## src/rtl/frame_engine_csr.sv

```systemverilog
module frame_engine_csr #(
  parameter int AW = 8
) (
  input  logic          clk,
  input  logic          rst_n,
  input  logic          wr_en,
  input  logic [AW-1:0] wr_addr,
  input  logic [31:0]   wr_data,
  input  logic          rd_en,
  input  logic [AW-1:0] rd_addr,
  output logic [31:0]   rd_data,
  input  logic          eng_done,
  input  logic          eng_idle,
  input  logic          eng_ready,
  output logic          eng_start,
  output logic [15:0]   cfg_width,
  output logic [15:0]   cfg_height,
  output logic [63:0]   cfg_rd_base,
  output logic [63:0]   cfg_wr_base,
  output logic [7:0]    cfg_format,
  output logic [7:0]    cfg_algo,
  output logic          cfg_field_inv,
  output logic          irq
);
  localparam logic [AW-1:0] A_CTL = AW'('h000), A_GIE = AW'('h004), A_IER = AW'('h008),
    A_ISR = AW'('h00C), A_WID = AW'('h010), A_HGT = AW'('h018), A_RB0 = AW'('h020),
    A_RB1 = AW'('h024), A_FMT = AW'('h030), A_ALG = AW'('h038), A_INV = AW'('h040),
    A_WB0 = AW'('h050), A_WB1 = AW'('h054);

  logic start_q, done_q, auto_q, seen_q, gie_q;
  logic [1:0] ier_q, isr_q;
  logic [31:0] rmux;

  wire wr_ctl = wr_en && wr_addr == A_CTL;
  wire wr_isr = wr_en && wr_addr == A_ISR;
  wire rd_ctl = rd_en && rd_addr == A_CTL;
  wire idle_v = (seen_q || start_q) ? eng_idle : 1'b1;

  assign eng_start = start_q;
  assign irq = gie_q && |(isr_q & ier_q);

  always_comb begin
    rmux = '0;
    case (rd_addr)
      A_CTL: rmux = {24'd0, auto_q, 3'd0, eng_ready, idle_v, done_q, start_q};
      A_GIE: rmux[0] = gie_q;
      A_IER: rmux[1:0] = ier_q;
      A_ISR: rmux[1:0] = isr_q;
      A_WID: rmux[15:0] = cfg_width;
      A_HGT: rmux[15:0] = cfg_height;
      A_RB0: rmux = cfg_rd_base[31:0];
      A_RB1: rmux = cfg_rd_base[63:32];
      A_FMT: rmux[7:0] = cfg_format;
      A_ALG: rmux[7:0] = cfg_algo;
      A_INV: rmux[0] = cfg_field_inv;
      A_WB0: rmux = cfg_wr_base[31:0];
      A_WB1: rmux = cfg_wr_base[63:32];
      default: rmux = '0;
    endcase
  end

  always_ff @(posedge clk) begin
    if (!rst_n) begin
      start_q <= 1'b0; done_q <= 1'b0; auto_q <= 1'b0; seen_q <= 1'b0;
      gie_q <= 1'b0; ier_q <= '0; isr_q <= '0; rd_data <= '0;
      cfg_width <= '0; cfg_height <= '0; cfg_rd_base <= '0; cfg_wr_base <= '0;
      cfg_format <= '0; cfg_algo <= '0; cfg_field_inv <= 1'b0;
    end else begin
      start_q <= (start_q && !eng_ready) || (wr_ctl && wr_data[0]) || (auto_q && eng_done);
      done_q  <= (done_q && !rd_ctl) || eng_done;
      if (start_q) seen_q <= 1'b1;
      if (wr_ctl) auto_q <= wr_data[7];
      isr_q <= (isr_q ^ (wr_isr ? wr_data[1:0] : 2'b00)) | ({eng_ready, eng_done} & ier_q);
      rd_data <= rd_en ? rmux : '0;
      if (wr_en) begin
        case (wr_addr)
          A_GIE: gie_q <= wr_data[0];
          A_IER: ier_q <= wr_data[1:0];
          A_WID: cfg_width <= wr_data[15:0];
          A_HGT: cfg_height <= wr_data[15:0];
          A_RB0: cfg_rd_base[31:0] <= wr_data;
          A_RB1: cfg_rd_base[63:32] <= wr_data;
          A_FMT: cfg_format <= wr_data[7:0];
          A_ALG: cfg_algo <= wr_data[7:0];
          A_INV: cfg_field_inv <= wr_data[0];
          A_WB0: cfg_wr_base[31:0] <= wr_data;
          A_WB1: cfg_wr_base[63:32] <= wr_data;
          default: ;
        endcase
      end
    end
  end
endmodule

```

## config.mk

```make
export PLATFORM = sky130hd
export DESIGN_NAME = frame_engine_csr
export DESIGN_NICKNAME = d
export VERILOG_FILES = /design/src/rtl/frame_engine_csr.sv
export SDC_FILE = /design/constraint.sdc
export NUM_CORES = 1
export LEC_CHECK = 0
export CORE_UTILIZATION = 60
export CTS_CLUSTER_SIZE = 40
export DETAILED_ROUTE_END_ITERATION = 10
export DONT_BUFFER_PORTS = 1
export GPL_ROUTABILITY_DRIVEN = 0
export HOLD_SLACK_MARGIN = 0.08
export PLACE_DENSITY = 0.76
export SLEW_MARGIN = 30
export SYNTH_ARGS = -nofsm -noshare
export SYNTH_HDL_FRONTEND = slang
export SYNTH_SLANG_ARGS = --single-unit
```

## constraint.sdc

```tcl
create_clock -name clk -period 2.3 [get_ports clk]
set_input_delay 0.23 -clock clk [delete_from_list [all_inputs] [get_ports clk]]
set_output_delay 0.23 -clock clk [all_outputs]
set_load 0.01 [all_outputs]
```

**After elaboration in Yosys (flattened, before gate mapping)**

Index checks and enable logic that the tools add are counted.

- Register bits after elaboration: 218
- Input bits: 55
- Output and inout bits: 211
- Logic and storage cells: 81

- Equality and inequality tests: 24
- Muxes and demuxes: 7
- Bitwise gates (word level): 4
- Reduce and logical (&&, ||, !) cells: 29

Operators with widths:

| cell | number |
|---|---|
| $eq A8 B6 Y1 const B | 8 |
| $pmux W16 S4 | 1 |
| $pmux W6 S9 | 1 |
| $eq A8 B7 Y1 const B | 6 |
| $pmux W8 S6 | 1 |
| $eq A8 B4 Y1 const B | 4 |
| $eq A8 B5 Y1 const B | 4 |
| $reduce_and A2 Y1 | 12 |
| $eq A8 B3 Y1 const B | 2 |
| $logic_not A8 Y1 | 2 |
| $pmux W1 S13 | 1 |
| $pmux W1 S11 | 1 |
| $logic_and A1 B1 Y1 | 8 |
| $and A2 B2 Y2 | 2 |
| $logic_or A1 B1 Y1 | 4 |
| $logic_not A1 Y1 | 2 |
| $mux W2 | 1 |
| $or A2 B2 Y2 | 1 |
| $reduce_or A2 Y1 | 1 |
| $xor A2 B2 Y2 | 1 |
| $mux W1 | 1 |

**Logic depth before layout (Yosys ltp)**

Gate-level depths: netlist (run 1).

- Depth after elaboration: 5
- Mapped depth: 8
- Depth with buffers taken out: 5

**Worst setup path before layout (run 1)**

Ideal clock, no wire load.

- Path kind: in2reg
- Start: in rd_addr[4]
- End: reg rd_data[22]
- Arrival time: 1,409 ps
- Data required time: 2,172 ps
- Slack: 763 ps
- Stages on the path: 8
- Buffers on the path: 3
- Path through: buf_6 > and4bb_4 > and2_4 > buf_6 > buf_6 > a22o_1 > a222oi_1 > nor2_1

- Longest elaborated chain between the ends: 2

Ends and longest elaborated chain:

| element | RTL line | source |
|---|---|---|
| start, declared | 10 | `input logic [AW-1:0] rd_addr,` |
| $eq A8 B7 Y1 or $eq A8 B6 Y1 (tied branches) | 44 | `case (rd_addr)` |
| $pmux W16 S4 (*) | 44 |  |
| end signal, assigned | 74 | `rd_data <= rd_en ? rmux : '0;` |
| end, declared | 11 | `output logic [31:0] rd_data,` |

Every way passes the cells marked *; elsewhere a longest branch is shown, timed or not.
A chain may end at the register's enable or synchronous reset.

**Worst setup path after layout (run 1)**

- Start: in wr_addr[4]
- End: reg cfg_rd_base[33]

- Longest elaborated chain between the ends: 2

Ends and longest elaborated chain:

| element | RTL line | source |
|---|---|---|
| start, declared | 7 | `input logic [AW-1:0] wr_addr,` |
| $eq A8 B6 Y1 | 76 | `case (wr_addr)` |
| $reduce_and A2 Y1 (no source line) | n/a |  |
| end signal, assigned | 82 | `A_RB1: cfg_rd_base[63:32] <= wr_data;` |
| end, declared | 18 | `output logic [63:0] cfg_rd_base,` |

No other way between the ends.

==> results of run 1 <==
worst max-delay path: cells and delay by family:
kind	cells	cell delay [ns]
AND/OR/NAND/NOR	4	0.77
buffers and inverters	4	1.59
AO/OA/AOI/OAI	1	0.05
layout make-up:
class                   count  share of cell area
multi-input cells         792              0.4345
flip-flops and latches    218              0.3918
repair buffers             99             0.08649
clock buffers              34             0.05897
well taps                 216             0.02426
clock inverters             5            0.002920
inverters                   2           0.0006739
diodes                      2           0.0004493
cells by family after synthesis:
kind of cell / Yosys count / synth area share
and+or+nand+nor: 469 / 0.2298
buffers and inverters: 97 / 0.05262
DFF: 218 / 0.4498
xor gates and xnor gates: 2 / 0.001806
muxes: 51 / 0.05494
AOI/OAI and AO/OA: 270 / 0.2110
cell usage in the layout (no fill, tap or decap), types with 4 or more instances in the layout:
cell / netlist / layout
a21boi_0: 93 / 93
a21boi_1: 56 / 56
a21oi_1: 14 / 14
a222oi_1: 20 / 20
a22o_1: 23 / 23
a22oi_1: 19 / 19
a32oi_1: 4 / 4
and2_1: 7 / 6
and3_1: 4 / 4
buf_4: 8 / 23
clkbuf_1: 44 / 7
clkbuf_16: 0 / 23
clkbuf_8: 0 / 4
dfxtp_1: 218 / 218
dlygate4sd3_1: 0 / 72
mux2_2: 8 / 8
mux2i_1: 42 / 42
nand2_1: 308 / 308
nand3_1: 40 / 39
nand3b_1: 5 / 5
nand4_1: 5 / 5
nor2_1: 23 / 23
nor2b_1: 41 / 41
nor3_1: 5 / 5
o21ai_0: 14 / 14
o21ai_1: 4 / 4
power groups by stage:
| stage | sequential [mW] | clock (mW) | combinational (mW) |
|---|---|---|---|
| after floorplan | 3.87 | 0 | 0.221 |
| after global routing | 3.79 | 3.66 | 0.363 |
| after global placement | 3.87 | 0 | 0.169 |
| after detailed placement | 3.87 | 0 | 0.169 |
| after CTS | 3.79 | 3.49 | 0.340 |
| final | 3.79 | 3.47 | 0.351 |
routing by layer:
metal,global-route usage,wire [um],share of wire
met1,0.4466,11660,0.36
met3,0.1173,4212,0.13
met2,0.6142,14920,0.46
met5,0,13,0.00040
met4,0.2000,1545,0.048
synth_stat cells (3+ instances only):
| library cell | number |
|---|---|
| nor2_1 | 23 |
| nor2b_1 | 41 |
| nand3b_1 | 5 |
| a22o_1 | 23 |
| a21oi_1 | 14 |
| a22oi_1 | 19 |
| o21ai_1 | 4 |
| buf_4 | 8 |
| a222oi_1 | 20 |
| mux2_2 | 8 |
| dfxtp_1 | 218 |
| o21ai_0 | 14 |
| nand2_1 | 308 |
| nor3_1 | 5 |
| and2_1 | 7 |
| buf_6 | 10 |
| nand4_1 | 5 |
| and3_1 | 4 |
| buf_2 | 30 |
| and2b_1 | 3 |
| a21boi_0 | 93 |
| nand3_1 | 40 |
| a32oi_1 | 4 |
| clkbuf_2 | 3 |
| a21boi_1 | 56 |
| clkbuf_1 | 44 |
| nor4b_4 | 3 |
| mux2i_1 | 42 |
| a31oi_1 | 3 |
final timing paths:
kind                                            startpoint                            to  slack [ns]  cells past startpoint
worst min-delay path                            rd_addr[3]        rd_data[11]$_SDFF_PN0_         0.1                      3
worst min register to register          gie_q$_SDFFE_PN0P_            gie_q$_SDFFE_PN0P_        0.49                      2
worst max register to register  cfg_height[1]$_SDFFE_PN0P_         rd_data[1]$_SDFF_PN0_        0.35                      5
worst max-delay path                            wr_addr[4]  cfg_rd_base[33]$_SDFFE_PN0P_        0.05                      9
state kept, by name (all words and copies together), names as in the netlist:
| signal | flops |
|---|---|
| cfg_format | 8 |
| cfg_height | 16 |
| cfg_wr_base | 64 |
| done_q | 1 |
| eng_start | 1 |
| cfg_rd_base | 64 |
| auto_q | 1 |
| rd_data | 32 |
| ier_q | 2 |
| isr_q | 2 |
| cfg_width | 16 |
| gie_q | 1 |
| cfg_field_inv | 1 |
| seen_q | 1 |
| cfg_algo | 8 |
metrics by stage:
step | total power, mW | instances | setup WS (ns) | hold WS [ns] | util
finish | 7.611 | 1368 | 0.05185 | 0.09994 | 0.7038
global route | 7.809 | 1368 | -0.009809 | 0.09119 | 0.7038
detailed placement | 4.041 | 1254 | 0.5194 | 0.3710 | 0.6121
global placement | 4.040 | 1254 | 0.5972 | 0.3629 | 0.6121
floorplan | 4.091 | 1107 | 0.7635 | 0.3649 | -
CTS | 7.617 | 1366 | 0.01088 | 0.08363 | 0.7029
what timing repair did:
action | CTS | global route
resized for setup | 0 | 3
endpoints found under the hold margin | 198 | 0
endpoints found under the setup margin | 0 | 7
hold buffers | 73 | 0
==> reports/qor.yml, run 1 <==
outcome: "complete, no violations"
grt_use_total: 0.3774
start_kind: "primary input"
slew_violations: 0
p_sw_frac: 0.2240
path_class: "in2reg"
dr.first_iter.drc_count: 1089
die_w_um: 129.2
grt_pass1_vias: 8595
synth_nets: 1162
synth_area_leader_cell: "dfxtp_1"
cts_tree: "done"
num_vias: 8831
drtAntennaViolNets: 0
required_ns: 2.71
fin_skew_ns: 0.02050
yosysUniqueCellTypes: 65
p_sw_mw: 1.705
synth-main-ff-cell: "dfxtp_1"
nets: 1191
clkPwrFrac: 0.456
ys_seq_area_frac: 0.4498
peakVddDrop_mv: 0.5373
area_growth_pct: 14.82
async_reset_ff_frac: 0
grt_pass1_wl_um: 48380
antenna_found_initial: 3
routed_wl_um: 32350
cts-buffers-inserted: 23
core-area_mm2: 0.01583
ys.warnings.count: 0
hold_path_class: "in2reg"
netlist_instances: 1107
synth_area_leaders: "dfxtp_1, nand2_1, a21boi_0"
overflow: 0
placed_area_mm2: 0.009688
die_area_mm2: 0.01668
io_pins: 266
tns_ns: 0
clkLatencyLatePin_ns: 0.52
path_cells: "dlygate4sd3_1 -> nor3_2 -> buf_4 -> and2b_1 -> nand2_1 -> buf_12 -> nand2_1 -> a21boi_1 -> dlygate4sd3_1"
grt_max_degree: 171
dp_hpwl_um: 19790
internal-power_mw: 5.906
cts_max_path_buffers: 3
layout-drive-gt1-share: 0.08174
regArea_mm2: 0.004364
start_util: 0.6130
worst_ep_arrival_time_ns: 2.66
port-buffer-count: 0
dr.pass1.iters: 6
p_leak_nw: 3.854
path_max_fanout: 24
fin_crit_ns: 2.248
maxSlewHeadroom: 0.5111
rsz0062_at_grt: "yes"
yosys_register_bits: 218
multi_input_area_mm2: 0.004840
cts_sinks: 218
avgSynthCellArea_um2: 8.764
routedWlPerCell_um: 23.65
cp_slowest_cell: "dlygate4sd3_1"
seq_power_share: 0.498
stdcell_area_mm2: 0.01114
postCtsSetupBuffers: 0
fill_cells: 1240
clockRootBuffer: "clkbuf_16"
post-route-period-util: 0.9775
post-route-drc-count: 0
hold_viol_final: 0
htree_levels: 1
cap_violations: 0
viasPerCell: 6.455
max_stage_delay_ns: 0.57
synth_area_mm2: 0.009702
yosysTopAreaCellShare: 0.4498
die_height_um: 129.2
worstSetupEndpointType: "register"
tightest_slew_ns: 0.7315
setup_viol: 0
powerDensity_mw_per_mm2: 683.2
combinationalPowerShare: 0.046
floorplan.rows: 46
path_clk_slew_ns: 0.06
fmax_mhz: 444.8
synth_edf_count: 0
Note: power is estimated with default switching activity, not from simulation.
==> run 2: changes to the inputs <==
Settings changed: GPL_TIMING_DRIVEN set to 0, SETUP_SLACK_MARGIN set to 0.3.
==> reports/qor.yml, run 2 (same netlist as run 1, synthesis figures left out) <==
dr.pass1.iters: 8  # +2
routedWlPerCell_um: 24.32  # +2.8%
nets: 1228  # +3.1%
cap_violations: 0  # unchanged
stdcell_area_mm2: 0.01107  # -0.61%
wl_met3_um: 4263  # +1.2%
post-route-drc-count: 0  # unchanged
fin_crit_ns: 1.826  # -0.4226 ns
met1_length_um: 12600  # +8.1%
reg_top3: "cfg_rd_base: 64 flops, cfg_wr_base: 64 flops, rd_data: 32 flops"
cts_tree: "done"
cp_top_family: "buffers and inverters"
wl_met2_um: 15600  # +4.6%
fmax_mhz: 547.8  # +23%
routed_wl_um: 34160  # +5.6%
worst_ep_arrival_time_ns: 2.26  # -0.40 ns
peakVddDrop_mv: 0.5937  # +11%
tightest_slew_ns: 0.8955  # +0.1640 ns
antenna_found_initial: 2  # -1
cts_hold_buf: 42  # -42%
die_w_um: 129.2  # unchanged
dp_hpwl_um: 23730  # +20%
layout_commonest_cell: "nand2_1"
area_growth_pct: 14.12
clockRootBuffer: "clkbuf_16"
layout-drive-gt1-share: 0.09764  # +0.01590
core-area_mm2: 0.01583  # unchanged
top_layer: "met4"
worst-path-buf-inv: 2  # -2
viasPerCell: 6.382  # -1.1%
setup_viol: 0  # unchanged
required_ns: 2.73  # +0.02 ns
drtAntennaViolNets: 0  # unchanged
fin_util: 0.6995  # -0.004268
start_util: 0.6130  # unchanged
cts_max_path_buffers: 3  # unchanged
htree_levels: 1  # unchanged
cp_slowest_cell: "dlygate4sd3_1"
layout_common_cells: "nand2_1, dfxtp_1, a21boi_0"
cts-buffers-inserted: 22  # -4.3%
rsz0062_at_grt: "no"
slew_violations: 0  # unchanged
start_kind: "primary input"
fill_cells: 1300  # +4.8%
postCtsSetupBuffers: 0  # unchanged
port-buffer-count: 0  # unchanged
path_clk_slew_ns: 0.06  # about the same
num_vias: 8967  # +1.5%
p_leak_nw: 3.835  # -0.48%
hold_viol_final: 0  # unchanged
fin_skew_ns: 0.004777  # -0.01572 ns
postCtsResizedCells: 0  # unchanged
setup_slack_ns: 0.4744  # +0.4226 ns
overflow: 0  # unchanged
clkLatencyLatePin_ns: 0.51  # about the same
dr.first_iter.drc_count: 949  # -13%
max_stage_delay_ns: 0.62  # +0.05 ns
powerDensity_mw_per_mm2: 690.8  # +1.1%
outcome: "complete, no violations"
hold_path_class: "in2reg"
maxSlewHeadroom: 0.3997  # -0.1114
grt_max_degree: 14  # -92%
die_height_um: 129.2  # unchanged
cts_sinks: 218  # unchanged
path_cells: "dlygate4sd3_1 -> nor3_2 -> and2b_1 -> nand2_1 -> clkbuf_1 -> nand2_1 -> a21boi_0"
floorplan.rows: 46  # unchanged
io_pins: 266  # unchanged
p_total_mw: 7.648  # +0.49%
path_max_fanout: 10  # -58%
path_class: "in2reg"
grt_pass1_wl_um: 49980  # +3.3%
die_area_mm2: 0.01668  # unchanged
grt_pass1_vias: 8472  # -1.4%
worst_path_most_repeated_cell: "nand2_1"
worstSetupEndpointType: "register"
placed_area_mm2: 0.009977  # +3.0%
grt_use_total: 0.4006  # +0.02321
dpl_worst_slack_ns: 0.2378  # -0.2815 ns
post-route-period-util: 0.7937  # -0.1837
## run 2: cell types whose count changed in the layout (fill, tap and decap cells not counted), moves of 2 or more
cell,before,now
clkinv_2,3,5
nor3_2,1,3
buf_2,0,30
buf_6,2,10
clkbuf_2,0,3
dlygate4sd3_1,72,42
inv_6,2,0
clkbuf_1,7,52
buf_4,23,8
## run 2: power by group
part	total, mW	internal (mW)	leakage [nW]	switching (mW)
registers	3.79	3.78	1.76	0.00703
clock network	3.42	1.93	0.334	1.49
logic	0.437	0.161	1.75	0.276
total	7.65	5.87	3.84	1.78
## run 2: final cells by class
cell class,instances,area (um2),share of cell area
diodes,1,2.502,0.0002260
plain buffers,95,503.0,0.04543
clock buffers,34,646.9,0.05842
clock inverters,5,25.02,0.002260
inverters,2,7.507,0.0006780
multi-input cells,792,4832,0.4364
flip-flops and latches,218,4364,0.3942
well taps,216,270.3,0.02441
repair buffers,42,420.4,0.03797
## run 2: tightest hold or removal path, cell delays in order
cell	delay, ns
nor3b_4	0.18
nand3_1	0.09
a21boi_0	0.07
## run 2: worst paths after layout
kind | startpoint | end | slack [ns] | cells after the start
worst max-delay path | wr_addr[6] | cfg_rd_base[34]$_SDFFE_PN0P_ | 0.47 | 7
worst min-delay path | wr_addr[4] | cfg_width[1]$_SDFFE_PN0P_ | 0.11 | 3
worst max register to register | cfg_height[1]$_SDFFE_PN0P_ | rd_data[1]$_SDFF_PN0_ | 0.76 | 4
worst min register to register | seen_q$_SDFFE_PN0P_ | seen_q$_SDFFE_PN0P_ | 0.50 | 1
## run 2: stage by stage
stage / instances / setup TNS (ns) / hold WS (ns)
floorplan: 1107 / 0 / 0.3649
detailed placement: 1323 / 0 / 0.3726
global placement: 1323 / -0.1486 / 0.3663
global route: 1405 / 0 / 0.1129
finish: 1405 / 0 / 0.1059
CTS: 1404 / 0 / 0.1006
## run 2: per-layer routing
metal  up-vias  GRT usage
met5         -          0
met4         0     0.2028
met3       135     0.1334
met2       632     0.6436
met1      4236     0.4788
li1       3964          -
